`src/rtl/sc_pkg.sv`:
```
package sc_pkg;
  typedef enum logic [2:0] {
    ALU_ADD, ALU_SUB, ALU_AND, ALU_OR, ALU_XOR, ALU_NOR, ALU_SLT, ALU_SLTU
  } alu_op_e;

  localparam logic [5:0] OP_RTYPE = 6'h00;
  localparam logic [5:0] OP_J     = 6'h02;
  localparam logic [5:0] OP_BEQ   = 6'h04;
  localparam logic [5:0] OP_ADDI  = 6'h08;
  localparam logic [5:0] OP_ADDIU = 6'h09;
  localparam logic [5:0] OP_SLTI  = 6'h0A;
  localparam logic [5:0] OP_SLTIU = 6'h0B;
  localparam logic [5:0] OP_ANDI  = 6'h0C;
  localparam logic [5:0] OP_ORI   = 6'h0D;
  localparam logic [5:0] OP_XORI  = 6'h0E;
  localparam logic [5:0] OP_LW    = 6'h23;
  localparam logic [5:0] OP_SW    = 6'h2B;

  localparam logic [5:0] FN_ADD  = 6'h20;
  localparam logic [5:0] FN_ADDU = 6'h21;
  localparam logic [5:0] FN_SUB  = 6'h22;
  localparam logic [5:0] FN_SUBU = 6'h23;
  localparam logic [5:0] FN_AND  = 6'h24;
  localparam logic [5:0] FN_OR   = 6'h25;
  localparam logic [5:0] FN_XOR  = 6'h26;
  localparam logic [5:0] FN_NOR  = 6'h27;
  localparam logic [5:0] FN_SLT  = 6'h2A;
  localparam logic [5:0] FN_SLTU = 6'h2B;

  typedef struct packed {
    alu_op_e alu_op;
    logic    b_imm;      // second ALU operand from immediate
    logic    imm_zext;   // zero- rather than sign-extend
    logic    reg_we;
    logic    dst_rt;     // destination is rt rather than rd
    logic    mem_to_reg;
    logic    mem_we;
    logic    branch;
    logic    jump;
    logic    ovf_trap;   // suppress write on signed overflow
  } ctrl_t;
endpackage

```
`src/rtl/sc_regfile.sv`:
```
module sc_regfile #(
  parameter int DATA_W = 32,
  parameter int NREG   = 32,
  localparam int RA_W  = $clog2(NREG)
) (
  input  logic              clk,
  input  logic              we,
  input  logic [RA_W-1:0]   waddr,
  input  logic [DATA_W-1:0] wdata,
  input  logic [RA_W-1:0]   raddr_a,
  input  logic [RA_W-1:0]   raddr_b,
  output logic [DATA_W-1:0] rdata_a,
  output logic [DATA_W-1:0] rdata_b
);
  logic [DATA_W-1:0] regs [NREG];

  always_ff @(posedge clk) begin
    if (we && waddr != '0) regs[waddr] <= wdata;
  end

  assign rdata_a = (raddr_a == '0) ? '0 : regs[raddr_a];
  assign rdata_b = (raddr_b == '0) ? '0 : regs[raddr_b];
endmodule

```
`src/rtl/sc_alu.sv`:
```
module sc_alu
  import sc_pkg::*;
#(
  parameter int DATA_W = 32
) (
  input  alu_op_e           op,
  input  logic [DATA_W-1:0] a,
  input  logic [DATA_W-1:0] b,
  output logic [DATA_W-1:0] y,
  output logic              zero,
  output logic              ovf
);
  localparam int MSB = DATA_W - 1;

  logic [DATA_W-1:0] sum, diff;
  logic              lt_s, lt_u;

  assign sum  = a + b;
  assign diff = a - b;
  assign lt_s = $signed(a) < $signed(b);
  assign lt_u = a < b;

  always_comb begin
    unique case (op)
      ALU_ADD:  y = sum;
      ALU_SUB:  y = diff;
      ALU_AND:  y = a & b;
      ALU_OR:   y = a | b;
      ALU_XOR:  y = a ^ b;
      ALU_NOR:  y = ~(a | b);
      ALU_SLT:  y = {{MSB{1'b0}}, lt_s};
      default:  y = {{MSB{1'b0}}, lt_u};
    endcase
  end

  always_comb begin
    case (op)
      ALU_ADD: ovf = (a[MSB] == b[MSB]) && (sum[MSB] != a[MSB]);
      ALU_SUB: ovf = (a[MSB] != b[MSB]) && (diff[MSB] != a[MSB]);
      default: ovf = 1'b0;
    endcase
  end

  assign zero = (y == '0);
endmodule

```
`src/rtl/sc_decode.sv`:
```
module sc_decode
  import sc_pkg::*;
(
  input  logic [5:0] op,
  input  logic [5:0] funct,
  output ctrl_t      ctl
);
  always_comb begin
    ctl        = '0;
    ctl.alu_op = ALU_ADD;
    case (op)
      OP_RTYPE: begin
        ctl.reg_we = 1'b1;
        case (funct)
          FN_ADD:  begin ctl.alu_op = ALU_ADD;  ctl.ovf_trap = 1'b1; end
          FN_ADDU: ctl.alu_op = ALU_ADD;
          FN_SUB:  begin ctl.alu_op = ALU_SUB;  ctl.ovf_trap = 1'b1; end
          FN_SUBU: ctl.alu_op = ALU_SUB;
          FN_AND:  ctl.alu_op = ALU_AND;
          FN_OR:   ctl.alu_op = ALU_OR;
          FN_XOR:  ctl.alu_op = ALU_XOR;
          FN_NOR:  ctl.alu_op = ALU_NOR;
          FN_SLT:  ctl.alu_op = ALU_SLT;
          FN_SLTU: ctl.alu_op = ALU_SLTU;
          default: ctl.reg_we = 1'b0;
        endcase
      end
      OP_ADDI:  begin ctl.reg_we = 1'b1; ctl.dst_rt = 1'b1; ctl.b_imm = 1'b1;
                      ctl.ovf_trap = 1'b1; end
      OP_ADDIU: begin ctl.reg_we = 1'b1; ctl.dst_rt = 1'b1; ctl.b_imm = 1'b1; end
      OP_SLTI:  begin ctl.reg_we = 1'b1; ctl.dst_rt = 1'b1; ctl.b_imm = 1'b1;
                      ctl.alu_op = ALU_SLT; end
      OP_SLTIU: begin ctl.reg_we = 1'b1; ctl.dst_rt = 1'b1; ctl.b_imm = 1'b1;
                      ctl.alu_op = ALU_SLTU; end
      OP_ANDI:  begin ctl.reg_we = 1'b1; ctl.dst_rt = 1'b1; ctl.b_imm = 1'b1;
                      ctl.imm_zext = 1'b1; ctl.alu_op = ALU_AND; end
      OP_ORI:   begin ctl.reg_we = 1'b1; ctl.dst_rt = 1'b1; ctl.b_imm = 1'b1;
                      ctl.imm_zext = 1'b1; ctl.alu_op = ALU_OR; end
      OP_XORI:  begin ctl.reg_we = 1'b1; ctl.dst_rt = 1'b1; ctl.b_imm = 1'b1;
                      ctl.imm_zext = 1'b1; ctl.alu_op = ALU_XOR; end
      OP_LW:    begin ctl.reg_we = 1'b1; ctl.dst_rt = 1'b1; ctl.b_imm = 1'b1;
                      ctl.mem_to_reg = 1'b1; end
      OP_SW:    begin ctl.b_imm = 1'b1; ctl.mem_we = 1'b1; end
      OP_BEQ:   begin ctl.branch = 1'b1; ctl.alu_op = ALU_SUB; end
      OP_J:     ctl.jump = 1'b1;
      default:  ;
    endcase
  end
endmodule

```
`src/rtl/sc_core.sv`:
```
module sc_core
  import sc_pkg::*;
#(
  parameter int          DATA_W   = 32,
  parameter int          NREG     = 32,
  parameter logic [31:0] RESET_PC = 32'h0
) (
  input  logic              clk,
  input  logic              rst,
  output logic [DATA_W-1:0] imem_addr,
  input  logic [DATA_W-1:0] imem_rdata,
  output logic [DATA_W-1:0] dmem_addr,
  output logic [DATA_W-1:0] dmem_wdata,
  output logic              dmem_we,
  input  logic [DATA_W-1:0] dmem_rdata
);
  localparam int RA_W  = $clog2(NREG);
  localparam int IMM_W = 16;
  localparam int TGT_W = 26;

  logic [DATA_W-1:0] pc, pc_next, pc_plus4, br_target, jmp_target;
  logic [DATA_W-1:0] instr, rs_val, rt_val, imm_ext, alu_b, alu_y, wb_data;
  logic [5:0]        op, funct;
  logic [RA_W-1:0]   rs, rt, rd, waddr;
  logic [IMM_W-1:0]  imm;
  logic              alu_zero, alu_ovf, rf_we, br_taken;
  ctrl_t             ctl;

  assign instr = imem_rdata;
  assign op    = instr[31:26];
  assign rs    = instr[25:21];
  assign rt    = instr[20:16];
  assign rd    = instr[15:11];
  assign funct = instr[5:0];
  assign imm   = instr[15:0];

  sc_decode u_decode (.op(op), .funct(funct), .ctl(ctl));

  // both sources fetched before the instruction class is known
  sc_regfile #(.DATA_W(DATA_W), .NREG(NREG)) u_regfile (
    .clk(clk), .we(rf_we), .waddr(waddr), .wdata(wb_data),
    .raddr_a(rs), .raddr_b(rt), .rdata_a(rs_val), .rdata_b(rt_val)
  );

  assign imm_ext = ctl.imm_zext ? {{(DATA_W-IMM_W){1'b0}}, imm}
                                : {{(DATA_W-IMM_W){imm[IMM_W-1]}}, imm};
  assign alu_b   = ctl.b_imm ? imm_ext : rt_val;

  sc_alu #(.DATA_W(DATA_W)) u_alu (
    .op(ctl.alu_op), .a(rs_val), .b(alu_b), .y(alu_y), .zero(alu_zero), .ovf(alu_ovf)
  );

  assign wb_data = ctl.mem_to_reg ? dmem_rdata : alu_y;
  assign waddr   = ctl.dst_rt ? rt : rd;
  assign rf_we   = !rst && ctl.reg_we && !(ctl.ovf_trap && alu_ovf);

  assign dmem_addr  = alu_y;
  assign dmem_wdata = rt_val;
  assign dmem_we    = !rst && ctl.mem_we;

  assign pc_plus4   = pc + DATA_W'(4);
  assign br_target  = pc_plus4 + {imm_ext[DATA_W-3:0], 2'b00};
  assign jmp_target = {pc_plus4[DATA_W-1:TGT_W+2], instr[TGT_W-1:0], 2'b00};
  assign br_taken   = ctl.branch && alu_zero;

  always_comb begin
    if (ctl.jump)      pc_next = jmp_target;
    else if (br_taken) pc_next = br_target;
    else               pc_next = pc_plus4;
  end

  always_ff @(posedge clk) begin
    if (rst) pc <= RESET_PC[DATA_W-1:0];
    else     pc <= pc_next;
  end

  assign imem_addr = pc;

  AST_RESET_PC: assert property (@(posedge clk)
    rst |=> imem_addr == RESET_PC[DATA_W-1:0]);
  AST_RESET_NO_STORE: assert property (@(posedge clk)
    rst |-> !dmem_we);
  AST_SEQ_PC: assert property (@(posedge clk) disable iff (rst)
    (!ctl.jump && !ctl.branch) |=> imem_addr == $past(imem_addr) + DATA_W'(4));
  AST_NO_OVERFLOW: assert property (@(posedge clk) disable iff (rst)
    (ctl.ovf_trap && alu_ovf) |-> !rf_we);
  AST_R0_ZERO: assert property (@(posedge clk) disable iff (rst)
    (rs == '0) |-> rs_val == '0);
  AST_BEQ_NOT_TAKEN: assert property (@(posedge clk) disable iff (rst)
    (ctl.branch && rs_val != rt_val) |=> imem_addr == $past(imem_addr) + DATA_W'(4));
  AST_JUMP_TARGET: assert property (@(posedge clk) disable iff (rst)
    ctl.jump |=> imem_addr[TGT_W+1:0] == {$past(imem_rdata[TGT_W-1:0]), 2'b00});
  AST_STORE_ONLY: assert property (@(posedge clk) disable iff (rst)
    dmem_we |-> op == OP_SW);
endmodule

```
`config.mk`:
```
export PLATFORM = sky130hd
export DESIGN_NAME = sc_core
export DESIGN_NICKNAME = d
export VERILOG_FILES = /design/src/rtl/sc_pkg.sv /design/src/rtl/sc_regfile.sv /design/src/rtl/sc_alu.sv /design/src/rtl/sc_decode.sv /design/src/rtl/sc_core.sv
export SDC_FILE = /design/constraint.sdc
export NUM_CORES = 2
export LEC_CHECK = 0
export CAP_MARGIN = 10
export CORE_UTILIZATION = 45
export DETAILED_ROUTE_END_ITERATION = 16
export PLACE_DENSITY_LB_ADDON = 0.3
export SLEW_MARGIN = 20
export SYNTH_ARGS = -nofsm -noshare
export SYNTH_HDL_FRONTEND = slang
export SYNTH_SLANG_ARGS = --single-unit
```
`constraint.sdc`:
```
create_clock -name clk -period 12.9 [get_ports clk]
set_input_delay 3.87 -clock clk [delete_from_list [all_inputs] [get_ports clk]]
set_output_delay 3.87 -clock clk [all_outputs]
set_load 0.01 [all_outputs]
```
==> metrics.md <==
| Metric | Value |
|---|---|
| Drt first pass iters | 5 |
| Row Count | 130 |
| R2r worst-path depth | 23 |
| Critical Path Start | imem_rdata[16] |
| CTS tree | yes |
| Buffer depth of the longest clock path | 3 |
| Top cell type by total area after synthesis | edfxtp_1 |
| RR Endpoint | imem_addr[22]$_SDFF_PP0_ |
| Mapped cell area | 57600 sq um |
| Gr ovfl total | 0 |
| Critical path endpoint category | output port |
| Core area | 126000 sq um |
| Io pins | 163 |
| CP Class | in -> out |
| RePlAce Congestion | 0.987 |
| Drt wl/cell | 33.4 um |
| Post-layout min period | 12.83 ns |
| Yosys warning total | 0 |
| Clk sinks | approximately 1100 |
| Status | finished, final reports clean |
| RSZ-0062 raised after global routing | true |
| Die area | 129000 sq um |
| Avg Vias per Cell | 6.68 |
| P&R area growth vs syn | 24.2% |
| Max-Cap Viols | 0 |
| Antenna-violating nets left | 0 |
| Synth Area per Inst | ~16 sq um |
| WP data required | around 9.0 ns |
| Most common cell in the netlist | edfxtp_1 |
| Post-DP HPWL | around 130000 um |
| Initial Util | 45.6% |
| Vias in the first global route | approximately 40000 |
| Initial antenna violation count | 7 |
| DRC errors left | 0 |
| Fraction of layout cells with a size suffix above 1 | 37.9% |
| RR Startpoint | u_regfile.regs[11][0]$_DFFE_PP_ |
| Vias after detailed routing | 41300 |
| All-Layer GR Usage | 31.6% |
| Flop2flop setup slack | 5.31 ns |
| Root Buffer | clkbuf_16 |
| Clk slew on worst S/H paths | 0.06 ns |
| 1st-iter DRT viols | between 6000 and 7000 |
| Crit start category | primary input |
| Cell count after synthesis | 3674 |
| Cts bufs inserted | roughly 110 |
| Top_reg_cell synth | edfxtp_1 |
| Final hold slack | around 0.62 ns |
| Design Power | about 10 mW |
| CP peak stage delay | around 0.64 ns |
| Post-synth ARST share | 0% |
| FMAX | 78.0 MHz |
| H-tree depth | 3 |
| Final Hold Viols | 0 |
| Routed WL | a little over 200000 um |
| Area contributors post-synth | edfxtp_1 53%, mux4_2 22%, ha_1 2.9% |
| Crit path to | dmem_addr[10] |
| I/O Buffers | 160 |
| Worst Path Max Fanout | 6 |
| Measured slew at the worst slew-check pin | 1.16 ns |
| Unique masters post-synth | 96 |
| Sequential share of the synthesized area | a little over half |
| Nets | ~4600 |
| Fin. max-slew vios | 0 |
| Relative slew slack | 22.3% |
| Pwr per Cell Area | 143 nW/um^2 |
| Worst VDD drop | between 0.0001 and 0.00015 V |
| Top cell type's share of synthesized area | 53.4% |
| Critical path, cell by cell | buf_16, buf_4, mux4_2, mux4_2, nand2_1, a21oi_1, mux2_2, ha_1, fa_2, nor2_4, o221ai_4, a211oi_2, buf_4, a21boi_0, mux2i_1, nor3_1, or4_1, clkdlybuf4s50_1 |
| Global-route wire length before repair | 292000 um |
| Final Cycle Share | ~99% |
| Post-synth EDFFs | about 1000 |
| CTS hold repair buffers | 0 |
| #FFs+latches synth | 1054 |
| Die width | about 360 um |
| Ranking of synthesized cells by instance count | 1024 x edfxtp_1, 568 x mux4_2, 173 x nor2_1 |
| # setup viols final | 0 |
| Clock Skews | between 0.08 and 0.09 ns |
| Worst min path class | reg -> reg |
| CP arrival | 8.96 ns |
| Largest net degree at the start of global routing | 57 |
| Slowest cell on the critical path | or4_1 |
| Worst skew pair latency | about 0.76 ns |
| Leak pwr | 25.3 nW |
| Die Span Y | ~360 um |
-- flip-flops by register name, summed over array words and instances (netlist names) --
register	cells
imem_addr	30
u_regfile.regs	1024
-- placed cells by master, fill, tap and decap left out, types with 63 or more instances in the layout --
cell	instances
edfxtp_1	1024
buf_4	624
mux4_2	568
nand2_1	148
a21oi_1	138
nor2_1	135
clkdlybuf4s50_1	133
ha_1	129
inv_1	110
clkbuf_16	109
mux2i_1	105
nor3_1	83
buf_12	76
mux2_2	63
-- metrics by stage --
step	utilization [%]	instance area, sq um	worst slack [ns]	instances	TNS (ns)
after floorplan	-	57700	0.0209	3707	0
after global placement	52.7	66600	-0.805	5915	-7.93
after detailed placement	52.7	66600	-0.801	5915	-8.29
after CTS	56.4	71100	-0.0620	6167	-0.0686
after global routing	56.7	71500	-0.0415	6183	-0.0537
final	56.7	71500	0.0745	6186	0
-- power by group --
group	switching, mW	leakage [nW]	internal, mW
clock network	1.37	1.69	1.73
logic	1.67	14.1	1.15
registers	0.0217	9.47	4.28
total	3.07	25.3	7.16
-- critical path: cells and delay by family --
| family | cells | cell delay, ns |
|---|---|---|
| and+or+nand+nor | 4 | 1.00 |
| adders and majority gates | 2 | 0.68 |
| AOI/OAI and AO/OA | 4 | 0.89 |
| muxes | 4 | 1.46 |
| buffers and inverters | 4 | 1.03 |
-- timing repair --
item                       CTS  global route
resized for setup          125            64
setup buffers               45            15
gates cloned                 6             2
setup endpoints to repair   20            18
pin swaps                   26            32
-- cell families (layout without fill, tap and decap cells) --
logic type | Yosys count | in the layout | share of synthesized area [%]
xor gates and xnor gates | 77 | 77 | 1.17
other | 1 | 37 | 0.00651
DFF | 1054 | 1054 | 54.4
buffers and inverters | 376 | 1202 | 2.63
AOI/OAI and AO/OA | 587 | 587 | 7.06
adders and majority gates | 138 | 138 | 3.04
muxes | 741 | 741 | 25.4
and+or+nand+nor | 700 | 700 | 6.29
-- how the worst min path moves through the flow --
stage	from	endpoint	cells past startpoint
2_1_floorplan	imem_addr[31]$_SDFF_PP0_	imem_addr[31]$_SDFF_PP0_	3
3_3_place_gp	imem_addr[31]$_SDFF_PP0_	imem_addr[31]$_SDFF_PP0_	3
3_5_place_dp	imem_addr[31]$_SDFF_PP0_	imem_addr[31]$_SDFF_PP0_	3
4_1_cts	imem_addr[31]$_SDFF_PP0_	imem_addr[31]$_SDFF_PP0_	3
5_1_grt	imem_addr[31]$_SDFF_PP0_	imem_addr[31]$_SDFF_PP0_	3
6_report	imem_addr[31]$_SDFF_PP0_	imem_addr[31]$_SDFF_PP0_	3
-- layout make-up --
type	count	area (sq um)
Fill cell	9771	54700
Sequential cell	1054	31400
Multi-Input combinational cell	2277	25700
Timing Repair Buffer	888	8470
Clock buffer	125	2750
Tap cell	1650	2060
Clock inverter	76	752
Inverter	113	432
Antenna cell	3	7.51
-- metal layers --
metal / vias to the layer above / routed length (um) / track usage (%)
met2: 2962 / 91000 / 46.9
li1: 16700 / - / -
met4: 4 / 9310 / 12.7
met5: - / 23 / 0
met1: 21200 / 78400 / 44.3
met3: 505 / 28200 / 8.21
Note: power is estimated with default switching activity, not from simulation.
